--- config.mk ---
export PLATFORM = sky130hd
export DESIGN_NAME = sync_read_master
export DESIGN_NICKNAME = d
export VERILOG_FILES = /design/src/rtl/sync_read_master.sv
export SDC_FILE = /design/constraint.sdc
export NUM_CORES = 1
export LEC_CHECK = 0
export BUFFER_PORTS_ARGS = -buffer_cell sky130_fd_sc_hd__buf_2
export CAP_MARGIN = 20
export CELL_PAD_IN_SITES_DETAIL_PLACEMENT = 1
export CELL_PAD_IN_SITES_GLOBAL_PLACEMENT = 1
export CORE_MARGIN = 5
export CORE_UTILIZATION = 33
export DETAILED_ROUTE_END_ITERATION = 8
export GPL_ROUTABILITY_DRIVEN = 0
export HOLD_SLACK_MARGIN = 0.08
export PLACE_DENSITY = 0.88
export SLEW_MARGIN = 20
export SYNTH_ARGS = -nofsm -noshare
export SYNTH_HDL_FRONTEND = slang
export SYNTH_SLANG_ARGS = --single-unit
--- constraint.sdc ---
create_clock -name clk -period 1.59 [get_ports clk]
set_input_delay 0.159 -clock clk [delete_from_list [all_inputs] [get_ports clk]]
set_output_delay 0.159 -clock clk [all_outputs]
set_load 0.02 [all_outputs]
--- src/rtl/sync_read_master.sv ---
module sync_read_master #(
  parameter int AW = 16,
  parameter int DW = 8,
  parameter int MAX_WAIT = 4
) (
  input  logic          clk,
  input  logic          rst,
  input  logic          start_i,
  input  logic [AW-1:0] start_addr_i,
  output logic [AW-1:0] bus_addr_o,
  output logic          bus_rd_o,
  input  logic [DW-1:0] bus_data_i,
  input  logic          bus_rdy_i,
  output logic [DW-1:0] rd_data_o,
  output logic          done_o,
  output logic          err_o
);
  localparam int WW = (MAX_WAIT < 1) ? 1 : $clog2(MAX_WAIT + 1);
  localparam logic [WW-1:0] WLIM = WW'(MAX_WAIT);

  typedef enum logic [2:0] {S_IDLE, S_ADR, S_STB, S_WAIT, S_FIN, S_ABT} st_t;

  st_t           st;
  logic [WW-1:0] wcnt;
  logic [AW-1:0] addr_q;
  logic [DW-1:0] data_q;

  wire active  = (st == S_ADR) || (st == S_STB) || (st == S_WAIT);
  wire sampling = (st == S_STB) || (st == S_WAIT);

  always_ff @(posedge clk) begin
    if (rst) begin
      st     <= S_IDLE;
      wcnt   <= '0;
      addr_q <= '0;
      data_q <= '0;
    end else begin
      case (st)
        S_IDLE: if (start_i) begin
          addr_q <= start_addr_i;
          st     <= S_ADR;
        end
        S_ADR: begin
          wcnt <= '0;
          st   <= S_STB;
        end
        S_STB, S_WAIT: begin
          if (bus_rdy_i) begin
            data_q <= bus_data_i;
            st     <= S_FIN;
          end else if (wcnt == WLIM) begin
            st <= S_ABT;
          end else begin
            wcnt <= wcnt + 1'b1;
            st   <= S_WAIT;
          end
        end
        default: st <= S_IDLE;
      endcase
    end
  end

  assign bus_addr_o = active ? addr_q : '0;
  assign bus_rd_o   = sampling;
  assign rd_data_o  = data_q;
  assign done_o     = (st == S_FIN);
  assign err_o      = (st == S_ABT);
endmodule


==> flow_summary.html, run 1 <==
<table>
<tr><th>Metric</th><th>Value</th></tr>
<tr><th colspan="2">Status</th></tr>
<tr><td>Outcome</td><td>completed</td></tr>
<tr><th colspan="2">Clocking</th></tr>
<tr><td>Number of H-tree levels</td><td>2</td></tr>
<tr><td>Number of setup buffers added after CTS</td><td>0</td></tr>
<tr><td>Number of buffers inserted during clock tree synthesis</td><td>5</td></tr>
<tr><td>Clock latency at the later pin of the worst-skew pair</td><td>280 ps</td></tr>
<tr><td>Hold buffers post-CTS</td><td>0</td></tr>
<tr><td>CTS tree</td><td>done</td></tr>
<tr><td>Clock transition at path regs</td><td>70 ps</td></tr>
<tr><td>Clock Sinks</td><td>30</td></tr>
<tr><td>Library cell used as clock root buffer</td><td>clkbuf_8</td></tr>
<tr><td>Bufs on Longest Clock Path</td><td>2</td></tr>
<tr><th colspan="2">Die</th></tr>
<tr><td>Floorplan die area</td><td>5352 sq um</td></tr>
<tr><td>Floorplan row count</td><td>23</td></tr>
<tr><td>Number of primary I/O pins</td><td>55</td></tr>
<tr><td>Width of the die</td><td>73.16 um</td></tr>
<tr><td>Chip Height</td><td>73.16 um</td></tr>
<tr><td>Effective utilization at floorplan</td><td>33.39%</td></tr>
<tr><td>Floorplan Core Area</td><td>3943 sq um</td></tr>
<tr><th colspan="2">Global routing</th></tr>
<tr><td>Wire length of the first global-routing pass</td><td>6.216 mm</td></tr>
<tr><td>Number of global-route vias before repair</td><td>1412</td></tr>
<tr><td>Global router's overall resource usage</td><td>15.03%</td></tr>
<tr><td>Antenna violations before repair</td><td>0</td></tr>
<tr><td>Maximum number of pins on one net before global-route repair</td><td>23</td></tr>
<tr><td>Total overflow reported by the global router</td><td>0</td></tr>
<tr><th colspan="2">Finish</th></tr>
<tr><td>Layout Cells excl Fill</td><td>269</td></tr>
<tr><td>Antenna diode count</td><td>0</td></tr>
<tr><td>Most common library cell in the layout ignoring fill and taps</td><td>buf_2</td></tr>
<tr><td>Ratio of cells with drive above 1 in the final layout</td><td>33.79%</td></tr>
<tr><td>Number of nets in the finished design</td><td>248</td></tr>
<tr><td>Most frequent cells in the layout</td><td>buf_2, nand2_1, dfxtp_1, a21oi_1, and2_1</td></tr>
<tr><td>Area overhead of the layout relative to synthesis</td><td>32.51%</td></tr>
<tr><th colspan="2">STA</th></tr>
<tr><td>Post-route setup TNS</td><td>0 ps</td></tr>
<tr><td>Clock skew after layout</td><td>8.605 ps</td></tr>
<tr><td>Min cycle time layout</td><td>1538 ps</td></tr>
<tr><td>Total setup violations reported at the end of the flow</td><td>0</td></tr>
<tr><td>Crit share post-route</td><td>96.72%</td></tr>
<tr><td>Worst slew slack as a fraction of its limit</td><td>73.76%</td></tr>
<tr><td>Slew at the pin closest to its max-slew limit</td><td>393.6 ps</td></tr>
<tr><td>Hold violation count in the final report</td><td>0</td></tr>
<tr><td>Achievable Freq</td><td>650.3 MHz</td></tr>
<tr><td>Final Slew Violations</td><td>0</td></tr>
<tr><td>RSZ-0062 raised after global routing</td><td>no</td></tr>
<tr><th colspan="2">Detailed routing</th></tr>
<tr><td>Detailed-route vias per instance</td><td>4.822</td></tr>
<tr><td>Vias after detailed routing</td><td>1297</td></tr>
<tr><td>Starting DRC count in detailed routing</td><td>28</td></tr>
<tr><td>DR WL/cell</td><td>14.19 um</td></tr>
<tr><td>Remaining routing DRC violations</td><td>0</td></tr>
<tr><td>Total Wirelength</td><td>3.818 mm</td></tr>
<tr><td>Number of nets still failing antenna checks after routing</td><td>0</td></tr>
<tr><td>DR pass1 iterations</td><td>4</td></tr>
<tr><th colspan="2">Critical path</th></tr>
<tr><td>Capturing point of the worst reg2reg path</td><td>st[1]$_SDFFE_PP0P_</td></tr>
<tr><td>Category of the worst setup path launch point</td><td>flop</td></tr>
<tr><td>Required @ worst endpoint</td><td>1430 ps</td></tr>
<tr><td>Crit path cell chain</td><td>buf_4 -&gt; and2b_1 -&gt; buf_6 -&gt; buf_2</td></tr>
<tr><td>Number of cell instances on the worst register-to-register path</td><td>5</td></tr>
<tr><td>Sort of element at the end of the critical path</td><td>primary output</td></tr>
<tr><td>Worst reg-to-reg setup slack</td><td>200 ps</td></tr>
<tr><td>R2R Path Start</td><td>wcnt[0]$_SDFFE_PP0P_</td></tr>
<tr><td>Worst setup path startpoint</td><td>st[2]$_SDFFE_PP0P_</td></tr>
<tr><td>Critical path's largest stage delay</td><td>360 ps</td></tr>
<tr><td>Data arrival time at the worst-slack endpoint</td><td>1380 ps</td></tr>
<tr><td>Destination of the critical timing path</td><td>bus_rd_o</td></tr>
<tr><td>Start-to-end type of the worst setup path</td><td>flop to primary output</td></tr>
<tr><td>Slowest library cell on the worst path</td><td>dfxtp_2</td></tr>
<tr><td>Worst Path Max Fanout</td><td>13</td></tr>
<tr><th colspan="2">Placement</th></tr>
<tr><td>Total instance count after detailed placement</td><td>261</td></tr>
<tr><td>Post-detailed-placement half-perimeter wirelength</td><td>2.774 mm</td></tr>
<tr><td>Number of port buffers</td><td>54</td></tr>
<tr><th colspan="2">Synthesis</th></tr>
<tr><td>Net count after synthesis</td><td>191</td></tr>
<tr><td>Sequential share of the synthesized area</td><td>45.63%</td></tr>
<tr><td>Synthesized cell area</td><td>1316 sq um</td></tr>
<tr><td>Synth Instances</td><td>161</td></tr>
<tr><td>Count of flip-flops with a built-in enable after synthesis</td><td>0</td></tr>
<tr><td>Ys async rst share</td><td>0%</td></tr>
<tr><td>Top FF cell, synth</td><td>dfxtp_1</td></tr>
<tr><td>Count of cell types in the netlist</td><td>30</td></tr>
<tr><td>Yosys synthesis warning count</td><td>0</td></tr>
<tr><td>Synth Area per Inst</td><td>8.176 sq um</td></tr>
<tr><td>Seq cells post-synth</td><td>30</td></tr>
<tr><th colspan="2">Hold path</th></tr>
<tr><td>Worst min-delay path category</td><td>input pin to flop</td></tr>
<tr><th colspan="2">Job</th></tr>
<tr><td>Max-capacitance violation count</td><td>0</td></tr>
<tr><th colspan="2">Power and ir drop</th></tr>
<tr><td>Power per cell area</td><td>986.6 nW/um^2</td></tr>
<tr><td>Worst vdd ir</td><td>0.5183 mV</td></tr>
<tr><td>Static power due to leakage</td><td>0.7999 nW</td></tr>
</table>
repair_timing:
action | CTS | global route
resized for setup | 3 | 2
setup endpoints to repair | 17 | 3
hold endpoints to repair | 0 | 0
worst min path at each step:
stage,start,to,cells past startpoint
final,start_addr_i[1],addr_q[1]$_SDFFE_PP0P_,3
after global routing,start_addr_i[6],addr_q[6]$_SDFFE_PP0P_,3
after CTS,start_addr_i[6],addr_q[6]$_SDFFE_PP0P_,3
after detailed placement,start_addr_i[9],addr_q[9]$_SDFFE_PP0P_,3
after global placement,start_addr_i[8],addr_q[8]$_SDFFE_PP0P_,3
after floorplan,start_addr_i[0],addr_q[0]$_SDFFE_PP0P_,2
worst max-delay path, delay by kind of cell, from the launching register on:
kind / cells / cell delay [ps]
buffers and inverters: 3 / 510
and+or+nand+nor: 1 / 230
DFF: 1 / 360
cell type report:
cell class / instances / area, sq um
fill: 516 / 2198
inverter: 3 / 11.26
timing repair buffer: 61 / 326.6
clock buffer: 7 / 86.33
tap: 50 / 62.56
multi-input combinational: 117 / 649.4
clock inverter: 1 / 5.005
sequential: 30 / 603.1
logic make-up (layout without fill, tap and decap cells):
| group | count (synthesis) | count (layout) | share of synthesized area (%) |
|---|---|---|---|
| muxes | 1 | 1 | 0.7605 |
| AOI/OAI and AO/OA | 34 | 34 | 14.35 |
| and+or+nand+nor | 80 | 80 | 31.56 |
| buffers and inverters | 14 | 72 | 5.798 |
| adders and majority gates | 2 | 2 | 1.901 |
| DFF | 30 | 30 | 45.63 |
stage by stage:
stage,setup slack [ps],hold slack [ps],util [%],power (mW),area (sq um)
after CTS,28.10,114.3,44.05,1.738,1737
after detailed placement,113.0,411.3,41.51,1.103,1637
after global routing,0.05662,124.1,44.24,1.799,1744
after floorplan,222.5,295.0,-,1.003,1316
final,52.20,116.1,44.24,1.721,1744
after global placement,225.9,402.1,41.51,1.090,1637
synthesized netlist by cell type, types with 2 or more instances:
library cell / instances / share of area [%]
a21oi_1: 27 / 10
and2_1: 17 / 8.1
buf_2: 4 / 1.5
clkbuf_1: 5 / 1.4
dfxtp_1: 30 / 46
ha_1: 2 / 1.9
inv_1: 3 / 0.86
nand2_1: 40 / 11
nand3_1: 10 / 3.8
nor3_1: 2 / 0.76
nor3b_1: 2 / 1.1
power breakdown:
part           total (mW)  internal, mW  leakage [nW]  switching [mW]
sequential          0.814         0.793         0.246          0.0216
combinational       0.277         0.112         0.506           0.166
clock               0.629         0.349        0.0482           0.281
total                1.72          1.25         0.800           0.468
sequential cells by signal (all words and copies together), names as in the netlist:
signal,count
wcnt,3
st,3
addr_q,16
rd_data_o,8
per-layer routing:
| metal | vias to the layer above | global-route usage (%) | wire length, um |
|---|---|---|---|
| met5 | - | 0 | 0 |
| met4 | 0 | 4.303 | 42 |
| met3 | 5 | 4.132 | 186 |
| met2 | 32 | 27.81 | 2048 |
| met1 | 612 | 16.53 | 1539 |
| li1 | 648 | - | - |
No activity file was read; power rests on OpenSTA's default activity.
==> run 2: changes to the inputs <==
PLACE_DENSITY = 0.78   (was 0.88)
==> run 2 against run 1 <==
Effect of this change:
- clock-buffer cell count decreased by 1
- fmax rose by 2.9%
- clock skew decreased by 4.6 ps
- via count grew 1.5%
- critical endpoint is now bus_addr_o[4]
- sequential power about the same
- final cell count stayed put
- critical path type unchanged
- total power is 8.3% higher
==> flow_summary.html, run 2 (same netlist as run 1, synthesis figures left out) <==
<table>
<tr><th>Metric</th><th>Value</th></tr>
<tr><th colspan="2">Status</th></tr>
<tr><td>Outcome</td><td>completed</td></tr>
<tr><th colspan="2">Detailed routing</th></tr>
<tr><td>Total Wirelength</td><td>3.747 mm</td></tr>
<tr><td>Remaining routing DRC violations</td><td>0</td></tr>
<tr><td>Vias after detailed routing</td><td>1316</td></tr>
<tr><td>Number of nets still failing antenna checks after routing</td><td>0</td></tr>
<tr><td>Detailed-route vias per instance</td><td>4.892</td></tr>
<tr><td>DR pass1 iterations</td><td>4</td></tr>
<tr><td>DR WL/cell</td><td>13.93 um</td></tr>
<tr><td>Starting DRC count in detailed routing</td><td>56</td></tr>
<tr><th colspan="2">Global routing</th></tr>
<tr><td>Global router's overall resource usage</td><td>14.02%</td></tr>
<tr><td>Number of global-route vias before repair</td><td>1219</td></tr>
<tr><td>Wire length of the first global-routing pass</td><td>5.706 mm</td></tr>
<tr><td>Maximum number of pins on one net before global-route repair</td><td>27</td></tr>
<tr><td>Antenna violations before repair</td><td>0</td></tr>
<tr><td>GR Util met1</td><td>17.92%</td></tr>
<tr><td>Met2 usage</td><td>21.35%</td></tr>
<tr><td>GRT busiest layer</td><td>met2</td></tr>
<tr><td>Met3 demand-to-capacity share in global routing</td><td>5.510%</td></tr>
<tr><td>Total overflow reported by the global router</td><td>0</td></tr>
<tr><th colspan="2">STA</th></tr>
<tr><td>Min cycle time layout</td><td>1495 ps</td></tr>
<tr><td>Worst slew slack as a fraction of its limit</td><td>67.68%</td></tr>
<tr><td>Worst setup slack after layout</td><td>95.21 ps</td></tr>
<tr><td>Hold violation count in the final report</td><td>0</td></tr>
<tr><td>Clock skew after layout</td><td>3.999 ps</td></tr>
<tr><td>Slew at the pin closest to its max-slew limit</td><td>484.7 ps</td></tr>
<tr><td>Achievable Freq</td><td>669.0 MHz</td></tr>
<tr><td>Total setup violations reported at the end of the flow</td><td>0</td></tr>
<tr><td>Worst hold slack after final layout</td><td>118.5 ps</td></tr>
<tr><td>Final Slew Violations</td><td>0</td></tr>
<tr><td>Post-route setup TNS</td><td>0 ps</td></tr>
<tr><td>Crit share post-route</td><td>94.01%</td></tr>
<tr><td>RSZ-0062 raised after global routing</td><td>no</td></tr>
<tr><th colspan="2">Clocking</th></tr>
<tr><td>Clock Sinks</td><td>30</td></tr>
<tr><td>Number of H-tree levels</td><td>2</td></tr>
<tr><td>Hold buffers post-CTS</td><td>0</td></tr>
<tr><td>Bufs on Longest Clock Path</td><td>2</td></tr>
<tr><td>Clock latency at the later pin of the worst-skew pair</td><td>270 ps</td></tr>
<tr><td>CTS tree</td><td>done</td></tr>
<tr><td>Number of buffers inserted during clock tree synthesis</td><td>5</td></tr>
<tr><td>Library cell used as clock root buffer</td><td>clkbuf_8</td></tr>
<tr><td>Clock transition at path regs</td><td>60 ps</td></tr>
<tr><th colspan="2">Critical path</th></tr>
<tr><td>Category of the worst setup path launch point</td><td>flop</td></tr>
<tr><td>Worst Path Max Fanout</td><td>9</td></tr>
<tr><td>Required @ worst endpoint</td><td>1430 ps</td></tr>
<tr><td>Data arrival time at the worst-slack endpoint</td><td>1340 ps</td></tr>
<tr><td>Sort of element at the end of the critical path</td><td>primary output</td></tr>
<tr><td>Start-to-end type of the worst setup path</td><td>flop to primary output</td></tr>
<tr><th colspan="2">Die</th></tr>
<tr><td>Width of the die</td><td>73.16 um</td></tr>
<tr><td>Chip Height</td><td>73.16 um</td></tr>
<tr><td>Floorplan die area</td><td>5352 sq um</td></tr>
<tr><td>Floorplan Core Area</td><td>3943 sq um</td></tr>
<tr><td>Floorplan row count</td><td>23</td></tr>
<tr><td>Effective utilization at floorplan</td><td>33.39%</td></tr>
<tr><td>Number of primary I/O pins</td><td>55</td></tr>
<tr><th colspan="2">Finish</th></tr>
<tr><td>Most frequent cells in the layout</td><td>buf_2, nand2_1, dfxtp_1, a21oi_1, and2_1</td></tr>
<tr><td>Number of fill cells</td><td>510</td></tr>
<tr><td>Largest Register</td><td>addr_q</td></tr>
<tr><td>Number of flip-flops under the largest register name</td><td>16</td></tr>
<tr><td>Area taken by multi-input logic gates</td><td>660.6 sq um</td></tr>
<tr><td>Area overhead of the layout relative to synthesis</td><td>34.51%</td></tr>
<tr><td>Antenna diode count</td><td>0</td></tr>
<tr><td>Number of nets in the finished design</td><td>249</td></tr>
<tr><td>Most common library cell in the layout ignoring fill and taps</td><td>buf_2</td></tr>
<tr><td>Ratio of cells with drive above 1 in the final layout</td><td>33.79%</td></tr>
<tr><td>Total area of sequential cells</td><td>600.6 sq um</td></tr>
<tr><td>Layout Cells excl Fill</td><td>269</td></tr>
<tr><th colspan="2">Placement</th></tr>
<tr><td>Total instance count after detailed placement</td><td>260</td></tr>
<tr><td>Post-detailed-placement half-perimeter wirelength</td><td>2.504 mm</td></tr>
<tr><td>Setup WS pre-CTS</td><td>125.3 ps</td></tr>
<tr><td>Number of port buffers</td><td>54</td></tr>
<tr><th colspan="2">Power and ir drop</th></tr>
<tr><td>Worst vdd ir</td><td>0.5513 mV</td></tr>
<tr><td>Power per cell area</td><td>1052 nW/um^2</td></tr>
<tr><td>Static power due to leakage</td><td>0.8095 nW</td></tr>
<tr><td>Overall power of the completed layout</td><td>1.863 mW</td></tr>
<tr><th colspan="2">Job</th></tr>
<tr><td>Max-capacitance violation count</td><td>0</td></tr>
<tr><th colspan="2">Hold path</th></tr>
<tr><td>Worst min-delay path category</td><td>input pin to flop</td></tr>
</table>
[run 2: metrics by stage]
stage / instance area [sq um] / utilization, %
after floorplan: 1316 / -
final: 1770 / 44.91
after detailed placement: 1629 / 41.32
after global routing: 1770 / 44.91
after CTS: 1749 / 44.37
after global placement: 1629 / 41.32
[run 2: what timing repair did]
item | CTS | global route
buffers inserted | 0 | 1
pin swaps | 0 | 1
setup endpoints to repair | 17 | 17
gates resized for setup | 2 | 1
gates cloned | 0 | 1
[run 2: final cells by class]
class / count / area share [%]
multi-input cells: 118 / 37.31
flip-flops and latches: 30 / 33.92
clock inverters: 1 / 1.696
inverters: 3 / 0.6360
clock buffers: 6 / 4.664
repair buffers: 61 / 18.23
well taps: 50 / 3.534
[run 2: routing by layer]
metal | routed length, um | up-vias | part of all wire, %
met5 | 0 | - | 0
met2 | 1753 | 42 | 47
li1 | - | 651 | -
met4 | 55 | 0 | 1.5
met1 | 1619 | 617 | 43
met3 | 318 | 6 | 8.5
[run 2: worst max-delay path, stage by stage, from the launching register on]
cell and delay [ps]:
dfxtp_1 310, buf_4 160, o21ba_4 260, and2_1 170, buf_2 160
[run 2: path summary, 6_finish.rpt]
path | start | endpoint | slack [ps] | cells past startpoint
hold / removal | start_addr_i[12] | addr_q[12]$_SDFFE_PP0P_ | 120 | 3
hold reg to reg | addr_q[12]$_SDFFE_PP0P_ | addr_q[12]$_SDFFE_PP0P_ | 450 | 2
setup / recovery | st[0]$_SDFFE_PP0P_ | bus_addr_o[4] | 100 | 4
setup reg to reg | st[2]$_SDFFE_PP0P_ | addr_q[7]$_SDFFE_PP0P_ | 230 | 4
[run 2: report_power, final]
group	switching, mW	total (mW)	internal, mW
Sequential	0.0188	0.811	0.792
Clock	0.267	0.767	0.501
Combinational	0.169	0.285	0.116
==> run 3: changes to the inputs <==
PLACE_DENSITY = not set   (was 0.78)
PLACE_DENSITY_LB_ADDON = 0.1   (was not set)
==> run 3 against run 2 <==
Effect of this change:
- sequential power is 0.6% higher
- routed wire length is 0.69% higher
- combinational power is 2% lower
- critical path depth stayed put
- design area is 2.0% lower
- sequential cell count stayed put
==> flow_summary.html, run 3 (same netlist as run 1, synthesis figures left out) <==
<table>
<tr><th>Metric</th><th>Value</th></tr>
<tr><th colspan="2">Global routing</th></tr>
<tr><td>Antenna violations before repair</td><td>0</td></tr>
<tr><td>Total overflow reported by the global router</td><td>0</td></tr>
<tr><td>Global router's overall resource usage</td><td>14.57%</td></tr>
<tr><td>Wire length of the first global-routing pass</td><td>6.106 mm</td></tr>
<tr><td>Number of global-route vias before repair</td><td>1373</td></tr>
<tr><td>Maximum number of pins on one net before global-route repair</td><td>19</td></tr>
<tr><th colspan="2">Finish</th></tr>
<tr><td>Most common library cell in the layout ignoring fill and taps</td><td>buf_2</td></tr>
<tr><td>Area taken by multi-input logic gates</td><td>660.6 sq um</td></tr>
<tr><td>Number of nets in the finished design</td><td>248</td></tr>
<tr><td>Number of fill cells</td><td>510</td></tr>
<tr><td>Total area of sequential cells</td><td>603.1 sq um</td></tr>
<tr><td>Antenna diode count</td><td>0</td></tr>
<tr><td>Area overhead of the layout relative to synthesis</td><td>31.84%</td></tr>
<tr><td>Largest Register</td><td>addr_q</td></tr>
<tr><td>Ratio of cells with drive above 1 in the final layout</td><td>34.10%</td></tr>
<tr><td>Number of flip-flops under the largest register name</td><td>16</td></tr>
<tr><td>Most frequent cells in the layout</td><td>buf_2, nand2_1, dfxtp_1, a21oi_1, and2_1</td></tr>
<tr><th colspan="2">Critical path</th></tr>
<tr><td>Category of the worst setup path launch point</td><td>flop</td></tr>
<tr><td>Required @ worst endpoint</td><td>1430 ps</td></tr>
<tr><td>Slowest library cell on the worst path</td><td>dfxtp_1</td></tr>
<tr><td>Critical path's largest stage delay</td><td>320 ps</td></tr>
<tr><td>Crit path cell chain</td><td>buf_4 -&gt; o21ba_2 -&gt; and2_1 -&gt; buf_2</td></tr>
<tr><td>Data arrival time at the worst-slack endpoint</td><td>1360 ps</td></tr>
<tr><td>Sort of element at the end of the critical path</td><td>primary output</td></tr>
<tr><td>Start-to-end type of the worst setup path</td><td>flop to primary output</td></tr>
<tr><td>Worst Path Max Fanout</td><td>8</td></tr>
<tr><th colspan="2">Clocking</th></tr>
<tr><td>Number of buffers inserted during clock tree synthesis</td><td>5</td></tr>
<tr><td>Number of H-tree levels</td><td>2</td></tr>
<tr><td>Library cell used as clock root buffer</td><td>clkbuf_8</td></tr>
<tr><td>Clock Sinks</td><td>30</td></tr>
<tr><td>Bufs on Longest Clock Path</td><td>2</td></tr>
<tr><td>Clock latency at the later pin of the worst-skew pair</td><td>280 ps</td></tr>
<tr><td>CTS tree</td><td>done</td></tr>
<tr><td>Clock transition at path regs</td><td>60 ps</td></tr>
<tr><th colspan="2">Detailed routing</th></tr>
<tr><td>DR pass1 iterations</td><td>3</td></tr>
<tr><td>Vias after detailed routing</td><td>1298</td></tr>
<tr><td>Total Wirelength</td><td>3.773 mm</td></tr>
<tr><td>DR WL/cell</td><td>14.13 um</td></tr>
<tr><td>Remaining routing DRC violations</td><td>0</td></tr>
<tr><td>Number of nets still failing antenna checks after routing</td><td>0</td></tr>
<tr><td>Starting DRC count in detailed routing</td><td>28</td></tr>
<tr><td>Detailed-route vias per instance</td><td>4.861</td></tr>
<tr><th colspan="2">Status</th></tr>
<tr><td>Outcome</td><td>completed</td></tr>
<tr><th colspan="2">Power and ir drop</th></tr>
<tr><td>Static power due to leakage</td><td>0.7908 nW</td></tr>
<tr><td>Power per cell area</td><td>972.5 nW/um^2</td></tr>
<tr><td>Worst vdd ir</td><td>0.5883 mV</td></tr>
<tr><th colspan="2">STA</th></tr>
<tr><td>Clock skew after layout</td><td>2.664 ps</td></tr>
<tr><td>Crit share post-route</td><td>95.81%</td></tr>
<tr><td>Final Slew Violations</td><td>0</td></tr>
<tr><td>Achievable Freq</td><td>656.4 MHz</td></tr>
<tr><td>Slew at the pin closest to its max-slew limit</td><td>336.4 ps</td></tr>
<tr><td>RSZ-0062 raised after global routing</td><td>no</td></tr>
<tr><td>Worst hold slack after final layout</td><td>121.0 ps</td></tr>
<tr><td>Total setup violations reported at the end of the flow</td><td>0</td></tr>
<tr><td>Min cycle time layout</td><td>1523 ps</td></tr>
<tr><td>Post-route setup TNS</td><td>0 ps</td></tr>
<tr><td>Worst slew slack as a fraction of its limit</td><td>77.51%</td></tr>
<tr><td>Hold violation count in the final report</td><td>0</td></tr>
<tr><th colspan="2">Die</th></tr>
<tr><td>Floorplan die area</td><td>5352 sq um</td></tr>
<tr><td>Chip Height</td><td>73.16 um</td></tr>
<tr><td>Number of primary I/O pins</td><td>55</td></tr>
<tr><td>Effective utilization at floorplan</td><td>33.39%</td></tr>
<tr><td>Width of the die</td><td>73.16 um</td></tr>
<tr><td>Floorplan row count</td><td>23</td></tr>
<tr><td>Floorplan Core Area</td><td>3943 sq um</td></tr>
<tr><th colspan="2">Job</th></tr>
<tr><td>Max-capacitance violation count</td><td>0</td></tr>
<tr><th colspan="2">Hold path</th></tr>
<tr><td>Worst min-delay path category</td><td>input pin to flop</td></tr>
<tr><th colspan="2">Placement</th></tr>
<tr><td>Number of port buffers</td><td>54</td></tr>
<tr><td>Post-detailed-placement half-perimeter wirelength</td><td>2.698 mm</td></tr>
</table>
run 3: changes by cell type in the layout (fill, tap and decap cells not counted):
cell,change
dfxtp_1,-2
dfxtp_2,+2
buf_4,-1
bufinv_16,-1
run 3: stage by stage:
stage / cell area, sq um / total power [mW] / setup WS (ps) / instances / util (%)
after global placement: 1622 / 1.084 / 188.0 / 259 / 41.13
after CTS: 1712 / 1.709 / 8.349 / 265 / 43.41
after global routing: 1735 / 1.773 / 4.596 / 267 / 44.02
final: 1735 / 1.688 / 66.58 / 267 / 44.02
after floorplan: 1316 / 1.003 / 222.5 / 161 / -
after detailed placement: 1622 / 1.099 / 134.3 / 259 / 41.13
run 3: final timing paths:
kind,from,slack [ps],cells past startpoint,end
worst min-delay path,start_addr_i[13],120,3,addr_q[13]$_SDFFE_PP0P_
worst min register to register,addr_q[10]$_SDFFE_PP0P_,450,2,addr_q[10]$_SDFFE_PP0P_
worst max register to register,st[1]$_SDFFE_PP0P_,190,4,addr_q[0]$_SDFFE_PP0P_
worst max-delay path,st[0]$_SDFFE_PP0P_,70,4,bus_addr_o[15]
run 3: repair_timing:
item / CTS / global route
gates cloned: 0 / 1
setup endpoints to repair: 17 / 20
hold buffers: 0 / 0
pin swaps: 0 / 1
endpoints found under the hold margin: 0 / 0
resized for setup: 2 / 3
buffers inserted: 0 / 1
run 3: layout make-up:
class,instances,area share (%)
clock buffer,6,4.758
multi-input combinational,118,38.07
inverter,3,0.6489
timing repair buffer,60,18.17
sequential,30,34.75
tap,50,3.605
run 3: layer usage:
layer / GRT usage (%) / wire length [um] / share of wire [%] / vias to the layer above
li1: - / - / - / 649
met1: 16.01 / 1589 / 42 / 606
met2: 25.72 / 1880 / 50 / 36
met3: 4.132 / 249 / 6.6 / 7
met4: 6.557 / 54 / 1.4 / 0
met5: 0 / 0 / 0 / -
run 3: worst max-delay path: cells and delay by family (launching register included):
family                 cells  cell delay, ps
flip-flops                 1             320
AND/OR/NAND/NOR            1             170
buffers and inverters      2             320
AO/OA/AOI/OAI              1             280
run 3: report_power, final:
part	leakage, nW	switching [mW]	internal, mW
Sequential	0.246	0.0229	0.793
Combinational	0.502	0.165	0.115
Clock	0.0431	0.259	0.333
